## src/rtl/tick_alarm_pkg.sv

```systemverilog
// Shared register-select types and window offsets for the elapsed-time counter.
// Assumes at most 16 count words and byte-addressed 16-bit registers.
package tick_alarm_pkg;

    typedef enum logic [2:0] {
        SEL_NONE,
        SEL_COUNT,
        SEL_MATCH,
        SEL_FLAG,
        SEL_ENABLE
    } reg_sel_e;

    typedef struct packed {
        reg_sel_e    sel;
        logic [3:0]  word;
    } reg_hit_t;

    localparam int unsigned WORD_STRIDE = 2;
    localparam int unsigned MATCH_BASE  = 8;
    localparam int unsigned ENABLE_OFF  = 28;
    localparam int unsigned FLAG_OFF    = 30;

endpackage

```

## src/rtl/tick_alarm_decode.sv

```systemverilog
// Address decoder: maps window select and byte offset to a register kind
// and word index. Assumes NWORDS*WORD_STRIDE <= MATCH_BASE so the count and
// compare ranges cannot overlap. Odd offsets are unmapped.
module tick_alarm_decode
    import tick_alarm_pkg::*;
#(
    parameter int unsigned ADDR_W = 5,
    parameter int unsigned NWORDS = 3
) (
    input  logic              win_i,
    input  logic [ADDR_W-1:0] addr_i,
    output reg_hit_t          hit_o
);

    // Purpose: pick the single register that this access selects.
    always_comb begin
        hit_o = '{sel: SEL_NONE, word: 4'd0};
        if (!win_i) begin
            for (int k = 0; k < NWORDS; k++) begin
                if (addr_i == ADDR_W'(WORD_STRIDE * k)) begin
                    hit_o.sel  = SEL_COUNT;
                    hit_o.word = 4'(k);
                end
                if (addr_i == ADDR_W'(MATCH_BASE + WORD_STRIDE * k)) begin
                    hit_o.sel  = SEL_MATCH;
                    hit_o.word = 4'(k);
                end
            end
        end else if (addr_i == ADDR_W'(FLAG_OFF)) begin
            hit_o.sel = SEL_FLAG;
        end else if (addr_i == ADDR_W'(ENABLE_OFF)) begin
            hit_o.sel = SEL_ENABLE;
        end
    end

endmodule

```

## src/rtl/tick_alarm_counter.sv

```systemverilog
// Tick counter: a CNT_W-bit count that advances on tick_i. Each WORD_W
// slice can be overwritten by the bus. A write takes priority over a tick
// in the same cycle. Assumes CNT_W is a multiple of WORD_W.
module tick_alarm_counter #(
    parameter  int unsigned CNT_W  = 48,
    parameter  int unsigned WORD_W = 16,
    localparam int unsigned NWORDS = CNT_W / WORD_W
) (
    input  logic              clk_i,
    input  logic              rst_ni,
    input  logic              tick_i,
    input  logic [NWORDS-1:0] wr_strb_i,
    input  logic [WORD_W-1:0] wdata_i,
    output logic [CNT_W-1:0]  count_o,
    output logic [CNT_W-1:0]  count_nxt_o,
    output logic              advance_o
);

    logic [CNT_W-1:0] count_q;

    assign advance_o = tick_i && !(|wr_strb_i);
    assign count_o   = count_q;

    // Purpose: form the next count from the increment, then overlay written words.
    always_comb begin
        count_nxt_o = advance_o ? count_q + CNT_W'(1) : count_q;
        for (int k = 0; k < NWORDS; k++) begin
            if (wr_strb_i[k]) begin
                count_nxt_o[k*WORD_W +: WORD_W] = wdata_i;
            end
        end
    end

    // Purpose: hold the count register.
    always_ff @(posedge clk_i) begin
        if (!rst_ni) begin
            count_q <= '0;
        end else begin
            count_q <= count_nxt_o;
        end
    end

endmodule

```

## src/rtl/tick_alarm_match.sv

```systemverilog
// Alarm unit: holds the compare words, the sticky alarm flag and the
// interrupt enable. The flag sets only when a tick carries the count onto
// the compare value. Assumes advance_i/count_nxt_i come from the counter.
module tick_alarm_match #(
    parameter  int unsigned CNT_W  = 48,
    parameter  int unsigned WORD_W = 16,
    localparam int unsigned NWORDS = CNT_W / WORD_W
) (
    input  logic              clk_i,
    input  logic              rst_ni,
    input  logic [NWORDS-1:0] cmp_strb_i,
    input  logic              flag_wr_i,
    input  logic              en_wr_i,
    input  logic [WORD_W-1:0] wdata_i,
    input  logic              advance_i,
    input  logic [CNT_W-1:0]  count_nxt_i,
    output logic [CNT_W-1:0]  match_o,
    output logic              flag_o,
    output logic              enable_o,
    output logic              irq_o
);

    logic [WORD_W-1:0] match_words_q [NWORDS];
    logic              hit;

    for (genvar g = 0; g < NWORDS; g++) begin : g_pack
        assign match_o[g*WORD_W +: WORD_W] = match_words_q[g];
    end

    assign hit   = advance_i && (count_nxt_i == match_o);
    assign irq_o = flag_o && enable_o;

    // Purpose: store compare words written over the bus.
    always_ff @(posedge clk_i) begin
        if (!rst_ni) begin
            for (int k = 0; k < NWORDS; k++) match_words_q[k] <= '0;
        end else begin
            for (int k = 0; k < NWORDS; k++) begin
                if (cmp_strb_i[k]) match_words_q[k] <= wdata_i;
            end
        end
    end

    // Purpose: sticky alarm flag; a set beats a write-one-to-clear.
    always_ff @(posedge clk_i) begin
        if (!rst_ni) begin
            flag_o <= 1'b0;
        end else if (hit) begin
            flag_o <= 1'b1;
        end else if (flag_wr_i && wdata_i[0]) begin
            flag_o <= 1'b0;
        end
    end

    // Purpose: interrupt enable bit.
    always_ff @(posedge clk_i) begin
        if (!rst_ni) begin
            enable_o <= 1'b0;
        end else if (en_wr_i) begin
            enable_o <= wdata_i[0];
        end
    end

endmodule

```

## src/rtl/tick_alarm_rtc.sv

```systemverilog
// Top of the elapsed-time counter with alarm. Decodes the word bus, routes
// write strobes to the counter and alarm unit, and muxes read data.
// Assumes tick_i is a one-cycle pulse synchronous to clk_i.
module tick_alarm_rtc
    import tick_alarm_pkg::*;
#(
    parameter int unsigned CNT_W  = 48,
    parameter int unsigned WORD_W = 16,
    parameter int unsigned ADDR_W = 5
) (
    input  logic              clk_i,
    input  logic              rst_ni,
    input  logic              tick_i,
    input  logic              bus_wr_i,
    input  logic              bus_win_i,
    input  logic [ADDR_W-1:0] bus_addr_i,
    input  logic [WORD_W-1:0] bus_wdata_i,
    output logic [WORD_W-1:0] bus_rdata_o,
    output logic              irq_o
);

    localparam int unsigned NWORDS = CNT_W / WORD_W;

    reg_hit_t          hit;
    logic [NWORDS-1:0] cnt_strb;
    logic [NWORDS-1:0] cmp_strb;
    logic              flag_wr;
    logic              en_wr;
    logic [CNT_W-1:0]  cnt_val;
    logic [CNT_W-1:0]  cnt_nxt;
    logic              advance;
    logic [CNT_W-1:0]  cmp_val;
    logic              flag;
    logic              enable;

    tick_alarm_decode #(
        .ADDR_W (ADDR_W),
        .NWORDS (NWORDS)
    ) u_decode (
        .win_i  (bus_win_i),
        .addr_i (bus_addr_i),
        .hit_o  (hit)
    );

    for (genvar g = 0; g < NWORDS; g++) begin : g_strb
        assign cnt_strb[g] = bus_wr_i && (hit.sel == SEL_COUNT) && (hit.word == 4'(g));
        assign cmp_strb[g] = bus_wr_i && (hit.sel == SEL_MATCH) && (hit.word == 4'(g));
    end
    assign flag_wr = bus_wr_i && (hit.sel == SEL_FLAG);
    assign en_wr   = bus_wr_i && (hit.sel == SEL_ENABLE);

    tick_alarm_counter #(
        .CNT_W  (CNT_W),
        .WORD_W (WORD_W)
    ) u_counter (
        .clk_i       (clk_i),
        .rst_ni      (rst_ni),
        .tick_i      (tick_i),
        .wr_strb_i   (cnt_strb),
        .wdata_i     (bus_wdata_i),
        .count_o     (cnt_val),
        .count_nxt_o (cnt_nxt),
        .advance_o   (advance)
    );

    tick_alarm_match #(
        .CNT_W  (CNT_W),
        .WORD_W (WORD_W)
    ) u_match (
        .clk_i       (clk_i),
        .rst_ni      (rst_ni),
        .cmp_strb_i  (cmp_strb),
        .flag_wr_i   (flag_wr),
        .en_wr_i     (en_wr),
        .wdata_i     (bus_wdata_i),
        .advance_i   (advance),
        .count_nxt_i (cnt_nxt),
        .match_o     (cmp_val),
        .flag_o      (flag),
        .enable_o    (enable),
        .irq_o       (irq_o)
    );

    // Purpose: return the addressed register; unmapped offsets read zero.
    always_comb begin
        bus_rdata_o = '0;
        case (hit.sel)
            SEL_COUNT: begin
                for (int k = 0; k < NWORDS; k++) begin
                    if (hit.word == 4'(k)) bus_rdata_o = cnt_val[k*WORD_W +: WORD_W];
                end
            end
            SEL_MATCH: begin
                for (int k = 0; k < NWORDS; k++) begin
                    if (hit.word == 4'(k)) bus_rdata_o = cmp_val[k*WORD_W +: WORD_W];
                end
            end
            SEL_FLAG:   bus_rdata_o = WORD_W'(flag);
            SEL_ENABLE: bus_rdata_o = WORD_W'(enable);
            default:    bus_rdata_o = '0;
        endcase
    end

endmodule

```

## config.mk

```make
export PLATFORM = sky130hd
export DESIGN_NAME = tick_alarm_rtc
export DESIGN_NICKNAME = d
export VERILOG_FILES = /design/src/rtl/tick_alarm_pkg.sv /design/src/rtl/tick_alarm_decode.sv /design/src/rtl/tick_alarm_counter.sv /design/src/rtl/tick_alarm_match.sv /design/src/rtl/tick_alarm_rtc.sv
export SDC_FILE = /design/constraint.sdc
export NUM_CORES = 1
export LEC_CHECK = 0
export ABC_AREA = 1
export BUFFER_PORTS_ARGS = -buffer_cell sky130_fd_sc_hd__buf_4
export CORE_MARGIN = 8
export CORE_UTILIZATION = 55
export CTS_CLUSTER_SIZE = 28
export DETAILED_ROUTE_END_ITERATION = 8
export GPL_ROUTABILITY_DRIVEN = 0
export GPL_TIMING_DRIVEN = 0
export PLACE_DENSITY = 0.72
export SLEW_MARGIN = 5
export SYNTH_ARGS = -nofsm -noshare
export SYNTH_HDL_FRONTEND = slang
export SYNTH_SLANG_ARGS = --single-unit
```

## constraint.sdc

```tcl
create_clock -name clk_i -period 6.9 [get_ports clk_i]
set_input_delay 1.035 -clock clk_i [delete_from_list [all_inputs] [get_ports clk_i]]
set_output_delay 1.035 -clock clk_i [all_outputs]
set_load 0.01 [all_outputs]
```

======== Word-level counts from Yosys, hierarchy flattened ========
Memory sizes are Yosys's and may differ from the RTL's.
Index checks and enable logic that the tools add are counted.
storage, ports and cells
  bits in registers ....................... 50
  RAM bits ................................ 48
  bits of input ports ..................... 26
  output and inout port bits .............. 17
  logic and storage cells ................. 77
  memories kept ........................... 1
memory list
  memory                 depth  width  read ports  clocked after Yosys merged registers in  write ports  line                    source
  u_match.match_words_q  3      16     3           0                                        3            tick_alarm_match.sv:23  logic [WORD_W-1:0] match_words_q [NWORDS];
operators by class
  $add $sub $neg .......................... 1
  eq/ne operators ......................... 14
  mux-type cells .......................... 36
  bitwise logic cells ..................... 3
  reduce and logical (&&, ||, !) cells .... 19
operators by type and width
  kind                                                                   count
  16-bit two-way mux                                                     12
  16-bit one-hot mux with 4 select lines                                 1
  48-bit by 1-bit adder with 48-bit output, second input constant        1
  48-bit equality test                                                   1
  48-bit two-way mux                                                     1
  6-bit two-way mux                                                      4
  5-bit by 4-bit equality test with 1-bit output, second input constant  3
  1-bit logical AND                                                      14
  1-bit two-way mux                                                      12
  5-bit equality test, second input constant                             2
  3-bit two-way mux                                                      3
  7-bit two-way mux                                                      1
  3-bit by 2-bit equality test with 1-bit output, second input constant  2
  5-bit by 2-bit equality test with 1-bit output, second input constant  1
  5-bit by 3-bit equality test with 1-bit output, second input constant  1
  5-bit logical NOT                                                      1
  5-bit two-way mux                                                      1
  4-bit by 1-bit equality test with 1-bit output, second input constant  1
  4-bit by 2-bit equality test with 1-bit output, second input constant  1
  4-bit logical NOT                                                      1
  4-bit two-way mux                                                      1
  3-bit by 1-bit equality test with 1-bit output, second input constant  1
  3-bit equality test, second input constant                             1
  1-bit OR                                                               3
  3 further kinds                                                        3

======== Longest topological paths before layout ========
Gate-level depths: netlist (run 1).
  depth in word-level cells ............... 19
  depth in mapped cells ................... 23
  mapped depth without buffers ............ 23

======== Modules after synthesis ========
A second synthesis (run 1) with hierarchy kept.
unflattened totals
  cells, all modules ...................... 1,181
  area, all modules ....................... 7,358.3 um^2
by module, submodules not included
  module              instances  cells an instance  area each (um^2)  seq. area each (um^2)
  tick_alarm_counter  1          597                3,482.1           960.9
  tick_alarm_match    1          327                2,643.8           1,481.4
  tick_alarm_rtc      1          230                1,107.3           0.0
  tick_alarm_decode   1          27                 125.1             0.0

======== Least setup slack after synthesis (run 1) ========
Ideal clock, no wire load.
  path kind ............................... in2out
  start ................................... input port bus_addr_i[4]
  end ..................................... output port bus_rdata_o[11]
  data arrival time ....................... 2,549 ps
  required time ........................... 5,865 ps
  setup slack ............................. 3,316 ps
  stages on the path ...................... 7
  path through ............................ nor2_2 nand4_1 nand2_1 clkbuf_1 buf_1 nor2_1 o31ai_1
between the ends
  word-level cells in the longest chain between the ends .. 12
ends and longest elaborated chain
  item                                                 line                                        source
  start: declaration                                   tick_alarm_rtc.sv:16                        input logic [ADDR_W-1:0] bus_addr_i,
  5-bit by 4-bit equality test with 1-bit output       tick_alarm_decode.sv:24                     if (addr_i == ADDR_W'(MATCH_BASE + WORD_STRIDE * k)) begin
  6-bit two-way mux                                    tick_alarm_decode.sv:24
  6-bit two-way mux                                    tick_alarm_decode.sv:20                     if (addr_i == ADDR_W'(WORD_STRIDE * k)) begin
  6-bit two-way mux                                    tick_alarm_decode.sv:24
  6-bit two-way mux                                    tick_alarm_decode.sv:20
  7-bit two-way mux                                    tick_alarm_decode.sv:24
  4-bit two-way mux                                    tick_alarm_decode.sv:18                     if (!win_i) begin
  4-bit logical NOT                                    tick_alarm_rtc.sv:90, tick_alarm_rtc.sv:95
  16-bit two-way mux (on tied branches) (3 in series)  tick_alarm_rtc.sv:95, tick_alarm_rtc.sv:90
  16-bit one-hot mux with 4 select lines *             tick_alarm_rtc.sv:87                        case (hit.sel)
  end: declaration                                     tick_alarm_rtc.sv:18                        output logic [WORD_W-1:0] bus_rdata_o,
Every way passes the cells marked *; elsewhere a longest branch is shown, timed or not.

======== Final worst setup path (run 1) ========
  start ................................... input port bus_addr_i[4]
  end ..................................... output port bus_rdata_o[9]
Same word-level chain as after synthesis.

==> results of run 1 <==
layer usage:
| metal | wire length [um] | part of all wire [%] | up-vias | track usage [%] |
|---|---|---|---|---|
| met5 | 0 | 0 | - | 0 |
| met4 | 1177 | 4.1 | 0 | 14.29 |
| met3 | 3977 | 14 | 89 | 6.517 |
| met2 | 12190 | 42 | 604 | 48.19 |
| met1 | 11520 | 40 | 3905 | 44.67 |
| li1 | - | - | 4097 | - |
worst min path at each step:
stage / start / end / slack, ns / cells past startpoint
floorplan: u_match.enable_o / u_match.enable_o / 0.46 / 2
global placement: u_match.enable_o / u_match.enable_o / 0.50 / 2
detailed placement: u_match.enable_o / u_match.enable_o / 0.50 / 2
CTS: u_match.enable_o / u_match.enable_o / 0.51 / 2
global route: u_match.enable_o / u_match.enable_o / 0.54 / 2
finish: u_match.enable_o / u_match.enable_o / 0.50 / 2
cell usage in the layout (no fill, tap or decap), types with 7 or more instances in the layout:
| cell | instances |
|---|---|
| nor2_1 | 190 |
| nand2_1 | 571 |
| o2111ai_1 | 14 |
| inv_1 | 127 |
| buf_2 | 13 |
| nand3b_1 | 7 |
| clkbuf_16 | 9 |
| clkbuf_1 | 18 |
| buf_4 | 44 |
| o21ai_0 | 24 |
| a21oi_1 | 21 |
| xor2_1 | 8 |
| edfxtp_1 | 48 |
| nand4_1 | 16 |
| inv_2 | 8 |
| dfxtp_1 | 50 |
| o31ai_1 | 14 |
| nand3_1 | 98 |
critical path, cell delays in order:
cell	delay [ns]
buf_4	0.12
nor2_2	0.13
nand4_1	0.25
nand2_1	0.27
clkbuf_1	0.61
buf_1	0.60
nor2_1	0.08
o31ai_1	0.38
buf_4	0.19
through the flow:
step / hold WS, ns / power, W / setup slack (ns) / util, % / instance area [um2]
detailed placement: 0.5004 / 0.0009805 / 2.297 / 60.52 / 7951
global route: 0.5398 / 0.001617 / 2.212 / 63.11 / 8292
CTS: 0.5102 / 0.001551 / 2.282 / 63.11 / 8292
finish: 0.5045 / 0.001568 / 2.205 / 63.11 / 8292
global placement: 0.4958 / 0.0009735 / 1.523 / 60.10 / 7895
floorplan: 0.4631 / 0.0008666 / 3.316 / - / 7360
registers in the layout (all words and copies together) (netlist names):
name and cells:
u_counter.count_o 48, u_match.enable_o 1, u_match.flag_o 1, u_match.match_words_q 48
where the power goes:
part           total (W)  switching [W]  internal, W
combinational   0.000288       0.000196    0.0000911
sequential      0.000695      0.0000501     0.000645
clock           0.000585       0.000229     0.000356
kinds of logic after synthesis:
logic type               after synthesis  share of synthesized area [%]
XOR/XNOR                               9                          1.071
AND/OR/NAND/NOR                      896                          49.20
adder cells (fa/ha/maj)                1                         0.1700
buffers and inverters                169                          9.044
flip-flops                            98                          33.19
AO/OA/AOI/OAI                         87                          7.327
final cells by class:
cell class / instances / area [um2]
well taps: 176 / 220.2
plain buffers: 34 / 158.9
flip-flops and latches: 98 / 2442
inverters: 135 / 506.7
repair buffers: 45 / 360.3
clock buffers: 10 / 229.0
clock inverters: 6 / 111.4
multi-input cells: 993 / 4263
fillers: 1321 / 4846
==> results_dict.tcl, run 1 <==
set metrics [dict create \
    drv_slew 0 \
    cp-start-kind "input pin" \
    maxCapViolCount 0 \
    ios 43 \
    synth_cell_types 34 \
    root_buffer "clkbuf_16" \
    status "finished, final reports clean" \
    syn_inst 1260 \
    crit_path_start "bus_addr_i[4]" \
    synth.cell_area_um2 7360 \
    fin_crit_ns 4.695 \
    setup_tns_ns 0 \
    worst_pin_slew_ns 0.9627 \
    cts_resized 0 \
    htreeDepth 3 \
    peakVddDrop_mv 0.1168 \
    fmax_ghz 0.2130 \
    crit_path_max_fanout 10 \
    cts_tree "built" \
    r2r_end "u_match.flag_o" \
    io_buffers 42 \
    die_y_um 131.7 \
    cts_buffers 9 \
    dr.pass1.iters 6 \
    avgSynthCellArea_um2 5.841 \
    leakagePower_nw 3.933 \
    drt-vias-per-instance 5.808 \
    antenna_found_initial 0 \
    synth_largest_area_cell "nand2_1" \
    grt_overflow_total 0 \
    endpoint_kind "primary output" \
    rsz0062_at_grt "false" \
    r2r_start "u_counter.count_o[1]" \
    async_reset_ff_share_pct 0 \
    synth_fp_nets 1287 \
    crit_path_end "bus_rdata_o[9]" \
    clkLatencyLatePin_ns 0.35 \
    skew_ns 0.01081 \
    synth.most_common_cell "nand2_1" \
    finalHoldViolCount 0 \
    required_ns 5.86 \
    grt_pass1_vias 7720 \
    rows 42 \
    seq_area_frac_synth_pct 33.19 \
    layout-drive-gt1-share_pct 7.419 \
    synthTopCellsByCount "nand2_1, nor2_1, inv_1" \
    clkTransAtPathRegs_ns 0.07 \
    ant_nets 0 \
    dieArea_um2 17340 \
    diodes 0 \
    drc_errors 0 \
    grt_pass1_wl_um 43510 \
    slew_headroom_pct 35.82 \
    ys_ff_latch 98 \
    vias 8695 \
    synth_edf_count 48 \
    grt_max_degree 18 \
    cts_setup_buffers 0 \
    fin_cells 1497 \
    clock_sinks 98 \
    r2r_slack_ns 3.60 \
    yosysTopAreaCellShare_pct 29.12 \
    wl_per_cell_um 19.28 \
    cts_hold_buf 0 \
    wl_um 28870 \
    synthTopCellsByArea "nand2_1, edfxtp_1, dfxtp_1, nor2_1, nand3_1" \
    placed_cells 1481 \
    ys.flop_type "dfxtp_1" \
    area_delta_synth_final_pct 12.67 \
    critPathKind "in2out" \
    yosysWarnings 0 \
    die_x_um 131.7 \
    hp-class "reg2reg" \
    period_share_pct 68.04 \
    final-setup-viol-count 0 \
    core_um2 13140 \
    drtIter0Drc 1309 \
    clock_path_buffers 2 \
    r2r_cells 23 \
    place.detailed.hpwl_um 22060 \
    cp.arrival_ns 3.66 \
    powerDensity_nw_per_um2 189.2 \
    grt_usage_pct 32.46 \
    nets 1343 \
    start_util_pct 56.02 \
]
No activity file was read; power rests on OpenSTA's default activity.
==> inputs of run 2 (changes only) <==
==> constraint.sdc (replaced) <==
create_clock -name clk_i -period 4.5 [get_ports clk_i]
set_input_delay 0.675 -clock clk_i [delete_from_list [all_inputs] [get_ports clk_i]]
set_output_delay 0.675 -clock clk_i [all_outputs]
set_load 0.01 [all_outputs]
==> run 2 against run 1 <==
Die area did not move; via count barely moved; first-iteration DRC count fell by 0.61%; clock power rose by 54%.
==> results_dict.tcl, run 2 (same netlist as run 1, synthesis figures left out) <==
set metrics [dict create \
    final-seq-area_um2 2442 \
    drtIter0Drc 1301 \
    cp.arrival_ns 3.29 \
    die_y_um 131.7 \
    crit_path_start "bus_addr_i[4]" \
    cts_resized 0 \
    required_ns 3.83 \
    clkTransAtPathRegs_ns 0.08 \
    cp-start-kind "input pin" \
    min_from "u_match.enable_o" \
    start_util_pct 56.02 \
    powerDensity_nw_per_um2 290.7 \
    fin_util_pct 63.11 \
    status "finished, final reports clean" \
    critPathKind "in2out" \
    period_share_pct 88.12 \
    grt_pass1_wl_um 43480 \
    met3_usage_pct 6.517 \
    pre_cts_ws_ns 0.6171 \
    worst_pin_slew_ns 0.9618 \
    ant_nets 0 \
    finish.instance_area_um2 8292 \
    dr.pass1.iters 6 \
    grt_pass1_vias 7722 \
    use_met2_pct 48.10 \
    maxCapViolCount 0 \
    r2r_start "u_counter.count_o[1]" \
    cts_setup_buffers 0 \
    cts_hold_buf 0 \
    fill_cells 1321 \
    finalWorstSetupSlack_ns 0.5347 \
    clock_sinks 98 \
    fin_cells 1497 \
    core_um2 13140 \
    rows 42 \
    rsz0062_at_grt "false" \
    crit_path_max_fanout 10 \
    peakVddDrop_mv 0.1799 \
    place_area_um2 7951 \
    ios 43 \
    finalHoldViolCount 0 \
    skew_ns 0.01076 \
    dieArea_um2 17340 \
    drv_slew 0 \
    hp-class "reg2reg" \
    fmax_ghz 0.2522 \
    antenna_found_initial 0 \
    clkLatencyLatePin_ns 0.35 \
    grt_overflow_total 0 \
    place.detailed.hpwl_um 22060 \
    drc_errors 0 \
    grt_use_met1_pct 44.64 \
    wl_um 28810 \
    layout_commonest_cell "nand2_1" \
    final-setup-viol-count 0 \
    grt_max_degree 18 \
    die_x_um 131.7 \
    clock_path_buffers 2 \
    multiInputGateArea_um2 4263 \
    vias 8701 \
    placed_cells 1481 \
    grt.busiest_layer "met2" \
    nets 1343 \
    cts_tree "built" \
    fin_hold_ws_ns 0.5074 \
    diodes 0 \
    root_buffer "clkbuf_16" \
    fin_crit_ns 3.965 \
    drt-vias-per-instance 5.812 \
    final_cell_mix "nand2_1, nor2_1, inv_1, nand3_1, dfxtp_1" \
    endpoint_kind "primary output" \
    cts_buffers 9 \
    grt_usage_pct 32.45 \
    layout-drive-gt1-share_pct 7.419 \
    io_buffers 42 \
    slew_headroom_pct 35.88 \
    area_delta_synth_final_pct 12.67 \
    wl_per_cell_um 19.24 \
    leakagePower_nw 3.933 \
    htreeDepth 3 \
]
-- run 2: cell counts in the layout (fill, tap and decap cells not counted) --
Identical to the previous run, type by type.
-- run 2: metrics by stage --
stage	setup TNS, ns	power, W
after global routing	0	0.002479
after global placement	-21.73	0.001493
after detailed placement	0	0.001503
after CTS	0	0.002378
after floorplan	0	0.001329
final	0	0.002410
-- run 2: worst paths after layout --
kind | cells past startpoint | slack, ns | end
worst min-delay path | 2 | 0.51 | u_match.enable_o
worst min register to register | 2 | 0.51 | u_match.enable_o
worst max-delay path | 9 | 0.53 | bus_rdata_o[9]
worst max register to register | 23 | 1.22 | u_match.flag_o
-- run 2: area by class of cell --
class                      instances  area share, %
buffer                            34          1.916
clock buffer                      10          2.761
clock inverter                     6          1.343
inverter                         135          6.111
multi-input combinational        993          51.41
sequential                        98          29.46
tap                              176          2.656
timing repair buffer              45          4.346
-- run 2: worst max-delay path: stages --
cell and delay [ns]:
buf_4 0.12, nor2_2 0.13, nand4_1 0.25, nand2_1 0.26, clkbuf_1 0.61, buf_1 0.60, nor2_1 0.08, o31ai_1 0.38
buf_4 0.19
-- run 2: layer usage --
metal / vias up / part of all wire [%]
li1: 4093 / -
met1: 3877 / 40
met2: 625 / 41
met3: 106 / 14
met4: 0 / 4.4
met5: - / 0
-- run 2: power by group --
part | switching, W | total, W | internal (W)
logic | 0.000302 | 0.000442 | 0.000140
clock network | 0.000356 | 0.000902 | 0.000546
registers | 0.0000765 | 0.00107 | 0.000989
==> inputs of run 3 (changes only) <==
--- a/config.mk
+++ b/config.mk
@@ -5,7 +5,6 @@
 export SDC_FILE = /design/constraint.sdc
 export NUM_CORES = 1
 export LEC_CHECK = 0
-export ABC_AREA = 1
 export BUFFER_PORTS_ARGS = -buffer_cell sky130_fd_sc_hd__buf_4
 export CORE_MARGIN = 8
 export CORE_UTILIZATION = 55
==> run 3 against run 2 <==
The run now ends with DRC left; cell count is 29% lower; via count is 13% lower; first-iteration DRC count is 18% higher; critical path depth is 2 higher; power is 14% lower; worst setup slack hardly changed; sequential cell count stayed put; critical path type unchanged.
==> results_dict.tcl, run 3 <==
set metrics [dict create \
    skew_ns 0.007652 \
    peakVddDrop_mv 0.2395 \
    yosysWarnings 0 \
    grt_pass1_wl_um 44260 \
    cp.arrival_ns 3.29 \
    ys_ff_latch 98 \
    pre_cts_ws_ns 0.5331 \
    critPathKind "in2out" \
    root_buffer "clkbuf_16" \
    final_cell_mix "nor2_1, a211oi_1, a21oi_1, xnor2_1, dfxtp_1" \
    fmax_ghz 0.2522 \
    ant_nets 0 \
    cts_setup_buffers 0 \
    diodes 0 \
    grt_max_degree 18 \
    seq_area_frac_synth_pct 35.17 \
    htreeDepth 3 \
    fin_hold_ws_ns 0.5214 \
    cts_resized 0 \
    nets 909 \
    grt_overflow_total 0 \
    vias 7544 \
    status "complete, but fails checks" \
    die_y_um 128.4 \
    clkLatencyLatePin_ns 0.36 \
    synth.most_common_cell "nor2_1" \
    grt_usage_pct 37.02 \
    synthTopCellsByArea "edfxtp_1, dfxtp_1, nor2_1, a211oi_1, xnor2_1" \
    fill_cells 1076 \
    area_delta_synth_final_pct 12.52 \
    period_share_pct 88.12 \
    p_clk_share_pct 39.3 \
    yosysTopAreaCellShare_pct 20.76 \
    core_um2 12470 \
    io_buffers 38 \
    layout-drive-gt1-share_pct 10.82 \
    syn_inst 830 \
    worst_pin_slew_ns 1.001 \
    crit_path_max_fanout 10 \
    drc_errors 3 \
    clock_sinks 98 \
    slew_headroom_pct 33.26 \
    synthTopCellsByCount "nor2_1, a211oi_1, a21oi_1" \
    endpoint_kind "primary output" \
    clkTransAtPathRegs_ns 0.07 \
    drt-vias-per-instance 7.124 \
    violations "DRC" \
    final-setup-viol-count 0 \
    maxCapViolCount 0 \
    place.detailed.hpwl_um 22010 \
    internal_power_w 0.001489 \
    finalPower_w 0.002064 \
    hp-class "reg2reg" \
    synth_edf_count 48 \
    rows 41 \
    seqPwrFrac_pct 49.2 \
    powerDensity_nw_per_um2 264.1 \
    comb_power_share_pct 11.5 \
    finalHoldViolCount 0 \
    cts_buffers 9 \
    clock_path_buffers 2 \
    cp-start-kind "input pin" \
    wl_per_cell_um 28.57 \
    grt_pass1_vias 7088 \
    ys.flop_type "dfxtp_1" \
    synth.cell_area_um2 6944 \
    die_x_um 128.4 \
    sw_frac_of_total_pct 27.85 \
    wl_um 30260 \
    leakagePower_nw 2.787 \
    cts_hold_buf 0 \
    async_reset_ff_share_pct 0 \
    synth_fp_nets 857 \
    avgSynthCellArea_um2 8.366 \
    required_ns 3.83 \
    synth_cell_types 77 \
    rsz0062_at_grt "false" \
    antenna_found_initial 0 \
    drtIter0Drc 1539 \
    layout_commonest_cell "nor2_1" \
    start_util_pct 55.71 \
    ios 43 \
    finalWorstSetupSlack_ns 0.5347 \
    switchingPower_w 0.0005748 \
    fin_crit_ns 3.965 \
    setup_tns_ns 0 \
    dieArea_um2 16480 \
    dr.pass1.iters 9 \
    synth_largest_area_cell "edfxtp_1" \
    drv_slew 0 \
    cts_tree "built" \
]
run 3: changes by cell type after synthesis, sizes merged, moves of 22 or more:
cell and change:
and2 +22, a211oi +61, mux2i +27, xnor2 +51, a21oi +38, nand3 -69, nand2 -531, inv -118
nor2 -70, clkbuf +26
run 3: logic make-up after synthesis:
group	Yosys count	synth area share, %
flops	98	35.17
simple gates	354	26.61
compound gates	192	18.79
xor+xnor	80	10.09
buf+inv	75	4.612
mux	30	4.541
fa+ha+maj	1	0.1802
run 3: path summary, 6_finish.rpt:
kind	start	endpoint	slack, ns	depth (start not counted)
worst min-delay path	u_match.enable_o	u_match.enable_o	0.52	2
worst max register to register	u_counter.count_o[6]	u_match.flag_o	0.72	10
worst min register to register	u_match.enable_o	u_match.enable_o	0.52	2
worst max-delay path	bus_addr_i[4]	bus_rdata_o[12]	0.53	11
run 3: cell type report:
class	count	area (um2)	share of cell area, %
Multi-Input combinational cell	657	4203	53.79
Sequential cell	98	2442	31.26
Timing Repair Buffer	41	330.3	4.227
Buffer	58	256.5	3.283
Clock buffer	10	229.0	2.930
Tap cell	172	215.2	2.754
Clock inverter	6	73.82	0.9448
Inverter	17	63.81	0.8167
run 3: layer usage:
layer | global-route usage [%] | share of wire, % | wire length (um)
met5 | 0 | 0 | 0
met4 | 28.46 | 8.7 | 2642
met2 | 49.98 | 39 | 11720
met1 | 44.32 | 35 | 10450
met3 | 17.83 | 18 | 5445
run 3: critical path: stages:
cell and delay, ns:
buf_4 0.12, nor2_1 0.09, nand3_1 0.11, clkbuf_1 0.56
clkbuf_1 0.81, nor2_1 0.08, a21oi_1 0.21, a21oi_1 0.16
a21oi_1 0.25, nor2_1 0.07, buf_4 0.15
run 3: per-stage QoR:
step | cell area [um2] | instances | util, %
4_1_cts | 7814 | 1059 | 62.68
2_1_floorplan | 6944 | 830 | -
3_3_place_gp | 7445 | 1040 | 59.72
5_1_grt | 7814 | 1059 | 62.68
3_5_place_dp | 7511 | 1043 | 60.25
6_report | 7814 | 1059 | 62.68
run 3: power groups by stage:
stage	Sequential [W]	Clock (W)	Combinational [W]
finish	0.00101	0.000812	0.000238
global placement	0.00103	0	0.000213
global route	0.00101	0.000842	0.000246
CTS	0.00101	0.000808	0.000223
detailed placement	0.00103	0	0.000222
floorplan	0.00100	0	0.000128
